File: src/rtl/ttb_pkg.sv
// Shared types and helpers for the time-triggered bus cycle scheduler.
// Assumes nothing beyond standard SystemVerilog.
package ttb_pkg;

    // Cycle phase encoding, visible on the phase port.
    typedef enum logic [1:0] {
        PH_STATIC  = 2'd0,
        PH_DYNAMIC = 2'd1,
        PH_IDLE    = 2'd2
    } phase_e;

    // Integer ceiling division; b must be positive.
    function automatic int ceil_div(input int a, input int b);
        return (a + b - 1) / b;
    endfunction

endpackage

File: src/rtl/ttb_slot_select.sv
// Picks the pending flag and length of the current slot from the host
// buffers and derives the three frame sizes the scheduler needs: the
// static length (capped to the slot), the dynamic length, and the
// dynamic length in minislots. A zero length counts as one macrotick.
// Assumes slot_idx may equal NUM_SLOTS (no slot), which selects nothing.
module ttb_slot_select
    import ttb_pkg::*;
#(
    parameter int NUM_SLOTS      = 6,
    parameter int LEN_W          = 6,
    parameter int SLOT_W         = 3,
    parameter int STATIC_SLOT_MT = 10,
    parameter int TX_OFFSET_MT   = 1,
    parameter int MINISLOT_MT    = 2
) (
    input  logic [SLOT_W-1:0]          slot_idx,
    input  logic [NUM_SLOTS-1:0]       tx_pending,
    input  logic [NUM_SLOTS*LEN_W-1:0] tx_len,
    output logic                       sel_pending,
    output logic [LEN_W-1:0]           sel_static_mt,
    output logic [LEN_W-1:0]           sel_dyn_mt,
    output logic [LEN_W-1:0]           sel_dyn_ms
);

    localparam int STATIC_MAX = STATIC_SLOT_MT - TX_OFFSET_MT;

    logic [LEN_W-1:0] len_arr [NUM_SLOTS];
    logic [LEN_W-1:0] raw_len;
    int               eff_len;

    genvar g;
    generate
        for (g = 0; g < NUM_SLOTS; g++) begin : g_unpack
            assign len_arr[g] = tx_len[g*LEN_W +: LEN_W];
        end
    endgenerate

    // Multiplex the current slot's flag and length.
    always_comb begin
        sel_pending = 1'b0;
        raw_len     = '0;
        for (int i = 0; i < NUM_SLOTS; i++) begin
            if (int'(slot_idx) == i) begin
                sel_pending = tx_pending[i];
                raw_len     = len_arr[i];
            end
        end
    end

    // Derive the static, dynamic and minislot sizes of the selected frame.
    always_comb begin
        eff_len       = (raw_len == '0) ? 1 : int'(raw_len);
        sel_dyn_mt    = LEN_W'(eff_len);
        sel_static_mt = LEN_W'((eff_len > STATIC_MAX) ? STATIC_MAX : eff_len);
        sel_dyn_ms    = LEN_W'(ceil_div(eff_len, MINISLOT_MT));
    end

endmodule

File: src/rtl/ttb_cycle_timer.sv
// Macrotick timebase and phase sequencer. It walks the static slots, the
// minislots of the dynamic segment and the idle phase, and it keeps the
// cycle, slot and minislot counters. It decides when a frame starts.
// Static frames start at a fixed offset into their slot. Dynamic frames
// start at the first macrotick of their slot, if they fit in the
// minislots left. Each dynamic slot is sized in one step from the frame
// length, without counting macroticks inside the frame.
// Assumes NUM_SLOTS > NUM_STATIC_SLOTS and TX_OFFSET_MT < STATIC_SLOT_MT.
module ttb_cycle_timer
    import ttb_pkg::*;
#(
    parameter int NUM_STATIC_SLOTS = 3,
    parameter int NUM_SLOTS        = 6,
    parameter int STATIC_SLOT_MT   = 10,
    parameter int TX_OFFSET_MT     = 1,
    parameter int MINISLOT_MT      = 2,
    parameter int NUM_MINISLOTS    = 20,
    parameter int IDLE_MT          = 2,
    parameter int LEN_W            = 6,
    parameter int SLOT_W           = 3,
    parameter int MS_W             = 5,
    parameter int CYC_W            = 8
) (
    input  logic              clk,
    input  logic              rst_n,
    input  logic              sel_pending,
    input  logic [LEN_W-1:0]  sel_static_mt,
    input  logic [LEN_W-1:0]  sel_dyn_mt,
    input  logic [LEN_W-1:0]  sel_dyn_ms,
    output phase_e            phase_q,
    output logic [SLOT_W-1:0] slot_cnt,
    output logic [MS_W-1:0]   minislot_cnt,
    output logic [CYC_W-1:0]  cycle_cnt,
    output logic              start_now,
    output logic [LEN_W-1:0]  frame_mt
);

    localparam int MT_A   = (STATIC_SLOT_MT > MINISLOT_MT) ? STATIC_SLOT_MT : MINISLOT_MT;
    localparam int MT_MAX = (MT_A > IDLE_MT) ? MT_A : IDLE_MT;
    localparam int MT_W   = $clog2(MT_MAX + 1);

    logic [MT_W-1:0]  mt_cnt;
    logic [LEN_W-1:0] rem_ms;
    logic             new_slot;
    logic             dyn_open;
    logic             fits;
    logic             static_start;
    logic             dyn_start;
    logic [LEN_W-1:0] slot_ms;
    logic [LEN_W-1:0] cur_rem;

    // Start decision and sizing of the dynamic slot that opens now.
    always_comb begin
        dyn_open     = (phase_q == PH_DYNAMIC) && new_slot && (int'(slot_cnt) < NUM_SLOTS);
        fits         = (int'(minislot_cnt) + int'(sel_dyn_ms)) <= NUM_MINISLOTS;
        static_start = (phase_q == PH_STATIC) && (int'(mt_cnt) == TX_OFFSET_MT) && sel_pending;
        dyn_start    = dyn_open && sel_pending && fits;
        start_now    = static_start || dyn_start;
        frame_mt     = (phase_q == PH_STATIC) ? sel_static_mt : sel_dyn_mt;
        slot_ms      = dyn_start ? sel_dyn_ms : LEN_W'(1);
        cur_rem      = dyn_open ? (slot_ms - LEN_W'(1)) : rem_ms;
    end

    // Phase sequencing and counter updates, one step per macrotick.
    always_ff @(posedge clk) begin
        if (!rst_n) begin
            phase_q      <= PH_STATIC;
            mt_cnt       <= '0;
            slot_cnt     <= '0;
            minislot_cnt <= '0;
            cycle_cnt    <= '0;
            rem_ms       <= '0;
            new_slot     <= 1'b0;
        end else begin
            case (phase_q)
                PH_STATIC: begin
                    if (int'(mt_cnt) == STATIC_SLOT_MT - 1) begin
                        mt_cnt   <= '0;
                        slot_cnt <= slot_cnt + SLOT_W'(1);
                        if (int'(slot_cnt) == NUM_STATIC_SLOTS - 1) begin
                            phase_q      <= PH_DYNAMIC;
                            new_slot     <= 1'b1;
                            minislot_cnt <= '0;
                        end
                    end else begin
                        mt_cnt <= mt_cnt + MT_W'(1);
                    end
                end
                PH_DYNAMIC: begin
                    if (int'(mt_cnt) == MINISLOT_MT - 1) begin
                        mt_cnt <= '0;
                        if (int'(minislot_cnt) == NUM_MINISLOTS - 1) begin
                            phase_q  <= PH_IDLE;
                            slot_cnt <= SLOT_W'(NUM_SLOTS);
                            new_slot <= 1'b0;
                        end else begin
                            minislot_cnt <= minislot_cnt + MS_W'(1);
                            if (int'(slot_cnt) < NUM_SLOTS) begin
                                if (cur_rem == '0) begin
                                    slot_cnt <= slot_cnt + SLOT_W'(1);
                                    new_slot <= 1'b1;
                                end else begin
                                    rem_ms   <= cur_rem - LEN_W'(1);
                                    new_slot <= 1'b0;
                                end
                            end
                        end
                    end else begin
                        mt_cnt <= mt_cnt + MT_W'(1);
                        if (dyn_open) begin
                            rem_ms   <= cur_rem;
                            new_slot <= 1'b0;
                        end
                    end
                end
                PH_IDLE: begin
                    if (int'(mt_cnt) == IDLE_MT - 1) begin
                        mt_cnt       <= '0;
                        phase_q      <= PH_STATIC;
                        slot_cnt     <= '0;
                        minislot_cnt <= '0;
                        cycle_cnt    <= cycle_cnt + CYC_W'(1);
                    end else begin
                        mt_cnt <= mt_cnt + MT_W'(1);
                    end
                end
                default: begin
                    phase_q <= PH_STATIC;
                    mt_cnt  <= '0;
                end
            endcase
        end
    end

endmodule

File: src/rtl/ttb_frame_tx.sv
// Bus-side frame shaper. On a start request it raises the start marker
// and the buffer clear for that slot in the same macrotick. It holds the
// bus active for the frame length and marks the last macrotick with the
// end marker.
// Assumes the timer never requests a start while a frame is in flight.
module ttb_frame_tx #(
    parameter int NUM_SLOTS = 6,
    parameter int LEN_W     = 6,
    parameter int SLOT_W    = 3
) (
    input  logic                 clk,
    input  logic                 rst_n,
    input  logic                 start_now,
    input  logic [LEN_W-1:0]     frame_mt,
    input  logic [SLOT_W-1:0]    slot_idx,
    output logic                 bus_start,
    output logic                 bus_end,
    output logic                 bus_active,
    output logic [SLOT_W-1:0]    bus_slot,
    output logic [NUM_SLOTS-1:0] tx_clear
);

    logic              busy;
    logic [LEN_W-1:0]  left_mt;
    logic [SLOT_W-1:0] cur_slot;

    // Markers and slot tag seen on the bus this macrotick.
    always_comb begin
        bus_start  = start_now;
        bus_active = start_now || busy;
        bus_end    = (start_now && (frame_mt <= LEN_W'(1))) || (busy && (left_mt == LEN_W'(1)));
        bus_slot   = start_now ? slot_idx : (busy ? cur_slot : '0);
    end

    genvar g;
    generate
        for (g = 0; g < NUM_SLOTS; g++) begin : g_clear
            assign tx_clear[g] = start_now && (int'(slot_idx) == g);
        end
    endgenerate

    // Track the macroticks left in the frame on the bus.
    always_ff @(posedge clk) begin
        if (!rst_n) begin
            busy     <= 1'b0;
            left_mt  <= '0;
            cur_slot <= '0;
        end else if (start_now) begin
            busy     <= frame_mt > LEN_W'(1);
            left_mt  <= frame_mt - LEN_W'(1);
            cur_slot <= slot_idx;
        end else if (busy) begin
            busy    <= left_mt > LEN_W'(1);
            left_mt <= left_mt - LEN_W'(1);
        end
    end

endmodule

File: src/rtl/ttb_cycle_sched.sv
// Top of the time-triggered bus cycle scheduler. It connects the slot
// selector, the cycle timer and the frame shaper. One clock edge is one
// macrotick. The host holds tx_pending and tx_len steady; the block
// samples them when the matching slot comes up.
module ttb_cycle_sched
    import ttb_pkg::*;
#(
    parameter int NUM_STATIC_SLOTS = 3,
    parameter int NUM_DYN_SLOTS    = 3,
    parameter int STATIC_SLOT_MT   = 10,
    parameter int TX_OFFSET_MT     = 1,
    parameter int MINISLOT_MT      = 2,
    parameter int NUM_MINISLOTS    = 20,
    parameter int IDLE_MT          = 2,
    parameter int LEN_W            = 6,
    parameter int CYC_W            = 8,
    localparam int NUM_SLOTS       = NUM_STATIC_SLOTS + NUM_DYN_SLOTS,
    localparam int SLOT_W          = $clog2(NUM_SLOTS + 1),
    localparam int MS_W            = $clog2(NUM_MINISLOTS + 1)
) (
    input  logic                       clk,
    input  logic                       rst_n,
    input  logic [NUM_SLOTS-1:0]       tx_pending,
    input  logic [NUM_SLOTS*LEN_W-1:0] tx_len,
    output logic [NUM_SLOTS-1:0]       tx_clear,
    output logic                       bus_start,
    output logic                       bus_end,
    output logic                       bus_active,
    output logic [SLOT_W-1:0]          bus_slot,
    output logic [1:0]                 phase,
    output logic [CYC_W-1:0]           cycle_cnt,
    output logic [SLOT_W-1:0]          slot_cnt,
    output logic [MS_W-1:0]            minislot_cnt
);

    phase_e           phase_q;
    logic             sel_pending;
    logic [LEN_W-1:0] sel_static_mt;
    logic [LEN_W-1:0] sel_dyn_mt;
    logic [LEN_W-1:0] sel_dyn_ms;
    logic             start_now;
    logic [LEN_W-1:0] frame_mt;

    assign phase = phase_q;

    ttb_slot_select #(
        .NUM_SLOTS      (NUM_SLOTS),
        .LEN_W          (LEN_W),
        .SLOT_W         (SLOT_W),
        .STATIC_SLOT_MT (STATIC_SLOT_MT),
        .TX_OFFSET_MT   (TX_OFFSET_MT),
        .MINISLOT_MT    (MINISLOT_MT)
    ) sel_i (
        .slot_idx      (slot_cnt),
        .tx_pending    (tx_pending),
        .tx_len        (tx_len),
        .sel_pending   (sel_pending),
        .sel_static_mt (sel_static_mt),
        .sel_dyn_mt    (sel_dyn_mt),
        .sel_dyn_ms    (sel_dyn_ms)
    );

    ttb_cycle_timer #(
        .NUM_STATIC_SLOTS (NUM_STATIC_SLOTS),
        .NUM_SLOTS        (NUM_SLOTS),
        .STATIC_SLOT_MT   (STATIC_SLOT_MT),
        .TX_OFFSET_MT     (TX_OFFSET_MT),
        .MINISLOT_MT      (MINISLOT_MT),
        .NUM_MINISLOTS    (NUM_MINISLOTS),
        .IDLE_MT          (IDLE_MT),
        .LEN_W            (LEN_W),
        .SLOT_W           (SLOT_W),
        .MS_W             (MS_W),
        .CYC_W            (CYC_W)
    ) timer_i (
        .clk           (clk),
        .rst_n         (rst_n),
        .sel_pending   (sel_pending),
        .sel_static_mt (sel_static_mt),
        .sel_dyn_mt    (sel_dyn_mt),
        .sel_dyn_ms    (sel_dyn_ms),
        .phase_q       (phase_q),
        .slot_cnt      (slot_cnt),
        .minislot_cnt  (minislot_cnt),
        .cycle_cnt     (cycle_cnt),
        .start_now     (start_now),
        .frame_mt      (frame_mt)
    );

    ttb_frame_tx #(
        .NUM_SLOTS (NUM_SLOTS),
        .LEN_W     (LEN_W),
        .SLOT_W    (SLOT_W)
    ) tx_i (
        .clk        (clk),
        .rst_n      (rst_n),
        .start_now  (start_now),
        .frame_mt   (frame_mt),
        .slot_idx   (slot_cnt),
        .bus_start  (bus_start),
        .bus_end    (bus_end),
        .bus_active (bus_active),
        .bus_slot   (bus_slot),
        .tx_clear   (tx_clear)
    );

endmodule

File: config.mk
export PLATFORM = sky130hd
export DESIGN_NAME = ttb_cycle_sched
export DESIGN_NICKNAME = d
export VERILOG_FILES = /design/src/rtl/ttb_pkg.sv /design/src/rtl/ttb_slot_select.sv /design/src/rtl/ttb_cycle_timer.sv /design/src/rtl/ttb_frame_tx.sv /design/src/rtl/ttb_cycle_sched.sv
export SDC_FILE = /design/constraint.sdc
export NUM_CORES = 1
export LEC_CHECK = 0
export BUFFER_PORTS_ARGS = -buffer_cell sky130_fd_sc_hd__buf_2
export CAP_MARGIN = 15
export CELL_PAD_IN_SITES_DETAIL_PLACEMENT = 2
export CELL_PAD_IN_SITES_GLOBAL_PLACEMENT = 2
export CORE_MARGIN = 3
export CORE_UTILIZATION = 36
export CTS_CLUSTER_DIAMETER = 40
export DETAILED_ROUTE_END_ITERATION = 8
export PLACE_DENSITY_LB_ADDON = 0.1
export SLEW_MARGIN = 25
export SYNTH_ARGS = -nofsm -noshare
export SYNTH_HDL_FRONTEND = slang
export SYNTH_HIERARCHICAL = 1
export SYNTH_SLANG_ARGS = --single-unit
File: constraint.sdc
create_clock -name clk -period 8.6 [get_ports clk]
set_clock_uncertainty 0.05 [all_clocks]
set_input_delay 0.43 -clock clk [delete_from_list [all_inputs] [get_ports clk]]
set_output_delay 0.43 -clock clk [all_outputs]
set_load 0.005 [all_outputs]
; ---- Word-level counts from Yosys, hierarchy flattened
; Cells that the tools add are included.
[classes]
n_addsub = 12
eq_ne = 24
reduce_logical = 32
muxes = 58
order_cmp = 6
bitwise = 1
[ops]
columns = cell, count
row1 = $mux W6, 18
row2 = $add A32 B3 Y32 const B, 1
row3 = $gt A32 B5 Y1 const B, 1
row4 = $le A32 B6 Y1 const B, 1
row5 = $sub A32 B2 Y32 const B, 1
row6 = $mux W5, 5
row7 = $mux W3, 8
row8 = $sub A6 B1 Y6 const B, 4
row9 = $ne A2 B2 Y1 const B, 8
row10 = $mux W1, 15
row11 = $pmux W5 S3, 1
row12 = $reduce_and A5 Y1, 3
row13 = $logic_and A1 B1 Y1, 14
row14 = $eq A3 B3 Y1 const B, 4
row15 = $gt A6 B1 Y1 const B, 2
row16 = $logic_not A6 Y1, 2
row17 = $reduce_and A6 Y1, 2
row18 = $mux W2, 5
row19 = $pmux W3 S3, 1
row20 = $add A8 B1 Y8 const B, 1
row21 = $mux W4, 2
row22 = $pmux W4 S2, 1
row23 = $add A5 B6 Y7, 1
row24 = $add A6 B1 Y6, 1
row25 = 26 further kinds, 31
[totals]
word_cells = 143
input_bits = 44
register_bits = 39
output_inout_bits = 30

; ---- Logic depth before layout (Yosys ltp)
[logic_depth]
depth_word = 25
ltp_mapped = 27
ltp_nobuf = 25

; ---- Cells and area by module
; Netlist, hierarchy kept.
[modules_own_cells]
columns = module, area_per_inst_um2, seq_area_each_um2, cells_per_inst, instances
row1 = ttb_cycle_timer, 2352.3, 580.6, 282, 1
row2 = ttb_slot_select, 817.0, 0.0, 106, 1
row3 = ttb_frame_tx, 694.4, 200.2, 89, 1

; ---- Least setup slack after synthesis
; No wires, ideal clock.
[synth_timing]
path_kind = reg-to-reg
startpoint = register timer_i.slot_cnt[1]
endpoint = register timer_i.rem_ms[4]
stages_incl_launch_ff = 27
path_buffers = 1
period_less_slack_ns = 5.783
t_arrival_ns = 5.658
path_slack_ns = 2.817
setup_ns = 0.075
required_time_ns = 8.475
cell_sequence = dfxtp_1 buf_6 mux2i_1 nand2_1 a32oi_2 nand3_4 o31a_1 ha_1 ha_1 inv_1 fa_1 xnor2_1 a21oi_1 o311a_2 a21oi_2 or3_1 or2_2 ha_1 nor2_1 a21oi_1 ha_1 nand3_1 a31o_1 a31oi_4 o21ai_4 or3b_1 a31oi_1
[synth_between]
elab_chain_len = 24
elab_cells_between_ends = 44
classes_between = add/sub: 6 / order compare: 2 / eq/ne: 7 / mux: 20 / bitwise: 1 / reduce/logical: 8
[synth_lines]
columns = item, line_no
row1 = from (decl), ttb_cycle_timer.sv:31  ; output logic [SLOT_W-1:0] slot_cnt,
row2 = from (signal assigned), ttb_cycle_timer.sv:79  ; slot_cnt <= slot_cnt + SLOT_W'(1);
row3 = from (signal assigned), ttb_cycle_timer.sv:94  ; slot_cnt <= SLOT_W'(NUM_SLOTS);
row4 = from (signal assigned), ttb_cycle_timer.sv:100  ; slot_cnt <= slot_cnt + SLOT_W'(1);
row5 = $logic_not A3 Y1, ttb_slot_select.sv:43  ; if (int'(slot_idx) == i) begin
row6 = $mux W6 (5 in series), ttb_slot_select.sv:43
row7 = $mux W6 *, ttb_slot_select.sv:43
row8 = $logic_not A6 Y1, ttb_slot_select.sv:52  ; eff_len = (raw_len == '0) ? 1 : int'(raw_len);
row9 = $mux W6 *, ttb_slot_select.sv:52
row10 = $add A32 B3 Y32 *, ttb_pkg.sv:14  ; return (a + b - 1) / b;
row11 = $sub A32 B2 Y32 *, ttb_pkg.sv:14
row12 = $and A1 B1 Y1 (no source line), n/a
row13 = (+1 left out), n/a
row14 = via sel_dyn_ms[0], ttb_cycle_sched.sv:40  ; logic [LEN_W-1:0] sel_dyn_ms;
row15 = (+3 left out), n/a
row16 = $mux W6 *, ttb_cycle_timer.sv:60  ; slot_ms = dyn_start ? sel_dyn_ms : LEN_W'(1);
row17 = $sub A6 B1 Y6 *, ttb_cycle_timer.sv:61  ; cur_rem = dyn_open ? (slot_ms - LEN_W'(1)) : rem_ms;
row18 = $mux W6 *, ttb_cycle_timer.sv:61
row19 = $sub A6 B1 Y6, ttb_cycle_timer.sv:103  ; rem_ms <= cur_rem - LEN_W'(1);
row20 = $mux W6, ttb_cycle_timer.sv:99  ; if (cur_rem == '0) begin
row21 = $mux W6, ttb_cycle_timer.sv:98  ; if (int'(slot_cnt) < NUM_SLOTS) begin
row22 = $mux W6, ttb_cycle_timer.sv:92  ; if (int'(minislot_cnt) == NUM_MINISLOTS - 1) begin
row23 = $mux W6, ttb_cycle_timer.sv:90  ; if (int'(mt_cnt) == MINISLOT_MT - 1) begin
row24 = to (signal assigned), ttb_cycle_timer.sv:103
row25 = to (signal assigned), ttb_cycle_timer.sv:111  ; rem_ms <= cur_rem;
row26 = to (decl), ttb_cycle_timer.sv:43  ; logic [LEN_W-1:0] rem_ms;
; Mark *: on every way through the listed nets, which the timed path passes. The rest lies on a longest branch. The select of a mux whose other input is x is not followed.
; A chain may end at the register's enable or synchronous reset.

; ---- Worst setup path in the final report
[layout_timing]
startpoint = register timer_i.slot_cnt[1]
endpoint = register timer_i.slot_cnt[2]
[layout_between]
elab_chain_len = 22
elab_cells_between_ends = 44
classes_between = add/sub: 6 / order compare: 2 / eq/ne: 7 / mux: 21 / bitwise: 1 / reduce/logical: 7
[layout_lines]
columns = item, line_no
row1 = $logic_not A3 Y1, ttb_slot_select.sv:43
row2 = $mux W6 (5 in series), ttb_slot_select.sv:43
row3 = $mux W6 *, ttb_slot_select.sv:43
row4 = $logic_not A6 Y1, ttb_slot_select.sv:52
row5 = $mux W6 *, ttb_slot_select.sv:52
row6 = via sel_dyn_mt[2], ttb_cycle_sched.sv:39  ; logic [LEN_W-1:0] sel_dyn_mt;
row7 = $add A32 B3 Y32 *, ttb_pkg.sv:14
row8 = $sub A32 B2 Y32 *, ttb_pkg.sv:14
row9 = (+2 left out), n/a
row10 = via sel_dyn_ms[0], ttb_cycle_sched.sv:40
row11 = (+1 left out), n/a
row12 = $le A32 B6 Y1, ttb_cycle_timer.sv:55  ; fits = (int'(minislot_cnt) + int'(sel_dyn_ms)) <= NUM_MINISLOTS;
row13 = $logic_and A1 B1 Y1, ttb_cycle_timer.sv:57  ; dyn_start = dyn_open && sel_pending && fits;
row14 = $mux W6 *, ttb_cycle_timer.sv:60
row15 = $sub A6 B1 Y6 *, ttb_cycle_timer.sv:61
row16 = $mux W6 *, ttb_cycle_timer.sv:61
row17 = $logic_not A6 Y1 *, ttb_cycle_timer.sv:99
row18 = $ne A3 B3 Y1 (no source line) *, n/a
row19 = $reduce_and A6 Y1 (no source line) *, n/a
; Marked as above.

==> impl_metrics.ini <==
[setup_path]
worstPathArrival_ns = 7.14
crit_cells = 26
reg2reg_from = timer_i/slot_cnt[1]
r2r_slack_ns = 1.58
critPathMostFrequentCell = ha_1
critPathTopFamily = compound AO/OA/AOI/OAI gates
critPathLaunch = timer_i/slot_cnt[1]
cp.required_ns = 8.72
crit_path_end = timer_i/slot_cnt[2]
max_stage_delay_ns = 0.80
crit_path_top_delay_cell = dfxtp_1
cp_num_buf_inv = 3
crit_path_end_kind = flop
cp_max_fo = 19
worstSetupPathType = reg -> reg
reg2regPathDepth = 26
timing.rr.end = timer_i/slot_cnt[2]
critPathLaunchType = flop

[synthesis]
syn_area_per_cell_um2 = 8.100
ys_seq_area_share_pct = 20.21
ys_seq_elements = 39
syn_area_um2 = 3864
synthDistinctLibCells = 105
ys.flop_type = dfxtp_1
synth-edff-count = 0
synthArstFlopShare_pct = 0
synth_warnings = 6
synthCells = 477

[cells_and_area]
drive_gt1_share_pct = 26.30
fin_util_pct = 42.41
layout_commonest_cell = buf_2
fillers = 1199
fin_area_um2 = 4398
diodes = 0
multi_input_area_um2 = 2839
final_cell_mix = 73 x buf_2, 68 x nor2_1, 38 x nand2_1, 38 x dfxtp_1, 24 x ha_1
area_growth_pct = 13.83
regArea_um2 = 782.0
final_nets = 608

[timing]
tightestPinTransition_ns = 0.8979
fin_crit_ns = 7.021
grt_setup_unrepaired = false
setup_viol = 0
min_period_over_period_pct = 81.64
slew_viol_final = 0
fmax_mhz = 142.4
setup_tns_ns = 0
final-hold-violation-count = 0
layout_setup_ws_ns = 1.579
slew_headroom_pct = 40.06

[floorplanning]
core.rowCount = 37
initial_core_util_pct = 37.26
die_h_um = 109.6
io_pins = 74
die_area_um2 = 12010
core_um2 = 10370
dieWidth_um = 109.6

[clock_tree]
postCtsHoldBufs = 0
cts_inserted_buffers = 5
cts_sinks = 39
clkSlewWorstSetupHoldPaths_ns = 0.09
cts-root-buf = clkbuf_8
cts_setup_buffers = 0
cts-resized-gates = 0
cts_buffer_depth = 2
htree_levels = 2
cts_tree = yes
clkLatencyLatePin_ns = 0.29

[placed_design]
place_congestion = 0.8810
dp_hpwl_um = 9872
portBuffers = 73
place_ws_ns = 1.744
place_area_um2 = 4277

[power]
power_leakage_nw = 1.822
peakVddDrop_uv = 58.85
p_per_area_nw_per_um2 = 134.9

[global_route]
grt_max_degree = 33
antenna_found_initial = 0
overflow = 0
grt_pass1_wl_um = 20440
grt_pass1_vias = 4035
grt_usage_pct = 21.24

[route]
num_vias = 3747
wl_per_cell_um = 18.39
detail_route.iter0.violations = 134
vias_per_cell = 5.543
drcViolationCount = 0
firstDrtPassIters = 4
ant_nets = 0
routed_wl_um = 12430

[outcome]
outcome = completed

[run]
drv_cap = 0

[hold_path]
holdCritPathClass = reg -> reg
whs_path_depth = 2
## worst register-to-register path: cells and delay by family (launching register included)
family	cells	cell delay [ns]
adder cells (fa/ha/maj)	5	1.52
AO/OA/AOI/OAI	11	2.42
flip-flops	1	0.80
buffers and inverters	3	0.46
multiplexers	1	0.37
AND/OR/NAND/NOR	5	1.14
XOR/XNOR	1	0.16
## area by class of cell
type | count | area share, %
Clock inverter | 2 | 0.8819
Inverter | 26 | 2.219
Timing Repair Buffer | 76 | 8.819
Sequential cell | 39 | 17.78
Tap cell | 136 | 3.869
Clock buffer | 6 | 1.878
Multi-Input combinational cell | 391 | 64.55
## per-layer routing
layer	GRT usage, %	wire, um	vias to the layer above
met4	3.206	74	0
met2	39.80	6484	57
met3	2.760	384	8
li1	-	-	1825
met5	0	0	-
met1	26.22	5489	1857
## through the flow
stage,hold slack (ns),std cells,power [mW]
CTS,0.4282,676,0.6014
global placement,0.4003,668,0.4167
detailed placement,0.4149,668,0.4278
global route,0.4437,676,0.6347
floorplan,0.3837,478,0.3668
finish,0.4273,676,0.5935
## how the worst min path moves through the flow
| stage | start | endpoint | slack, ns |
|---|---|---|---|
| 4_1_cts | tx_i/cur_slot[0] | tx_i/cur_slot[0] | 0.43 |
| 5_1_grt | tx_i/cur_slot[0] | tx_i/cur_slot[0] | 0.44 |
| 3_3_place_gp | timer_i/mt_cnt[0] | timer_i/mt_cnt[0] | 0.40 |
| 3_5_place_dp | tx_i/cur_slot[0] | tx_i/cur_slot[0] | 0.41 |
| 6_report | tx_i/cur_slot[0] | tx_i/cur_slot[0] | 0.43 |
| 2_1_floorplan | timer_i/mt_cnt[0] | timer_i/mt_cnt[0] | 0.38 |
## cells by family after synthesis
kind of cell,count (synthesis),share of synthesized area [%]
XOR/XNOR,27,6.121
AO/OA/AOI/OAI,110,22.93
adder cells (fa/ha/maj),25,8.290
flip-flops,39,20.21
AND/OR/NAND/NOR,203,28.95
multiplexers,24,6.833
buffers and inverters,48,6.573
other,1,0.09706
## power by group
part           leakage [nW]  switching, mW  total (mW)  internal (mW)
Sequential            0.316         0.0162       0.206          0.190
Combinational          1.44          0.130       0.218         0.0881
Clock                0.0618         0.0740       0.170         0.0956
Total                  1.82          0.220       0.593          0.374
## sequential cells by signal, indices dropped and copies added, names as in the netlist
register / count
timer_i/cycle_cnt: 8
tx_i/busy: 1
timer_i/mt_cnt: 4
timer_i/minislot_cnt: 5
tx_i/left_mt: 6
timer_i/new_slot: 1
timer_i/slot_cnt: 3
timer_i/rem_ms: 6
timer_i/phase_q: 2
tx_i/cur_slot: 3
## Yosys cell counts, drive strengths merged (13+ instances only)
library cell / instances / area (um^2)
mux2i: 14 / 140.1
inv: 25 / 93.84
ha: 24 / 300.3
xnor2: 13 / 113.9
nand3: 16 / 102.6
nor2: 69 / 266.5
buf: 16 / 125.1
a21oi: 18 / 93.84
o21ai: 26 / 156.4
dfxtp: 39 / 780.8
nand2: 40 / 155.1
xor2: 14 / 122.6
Power figures use the tool's default switching activity.
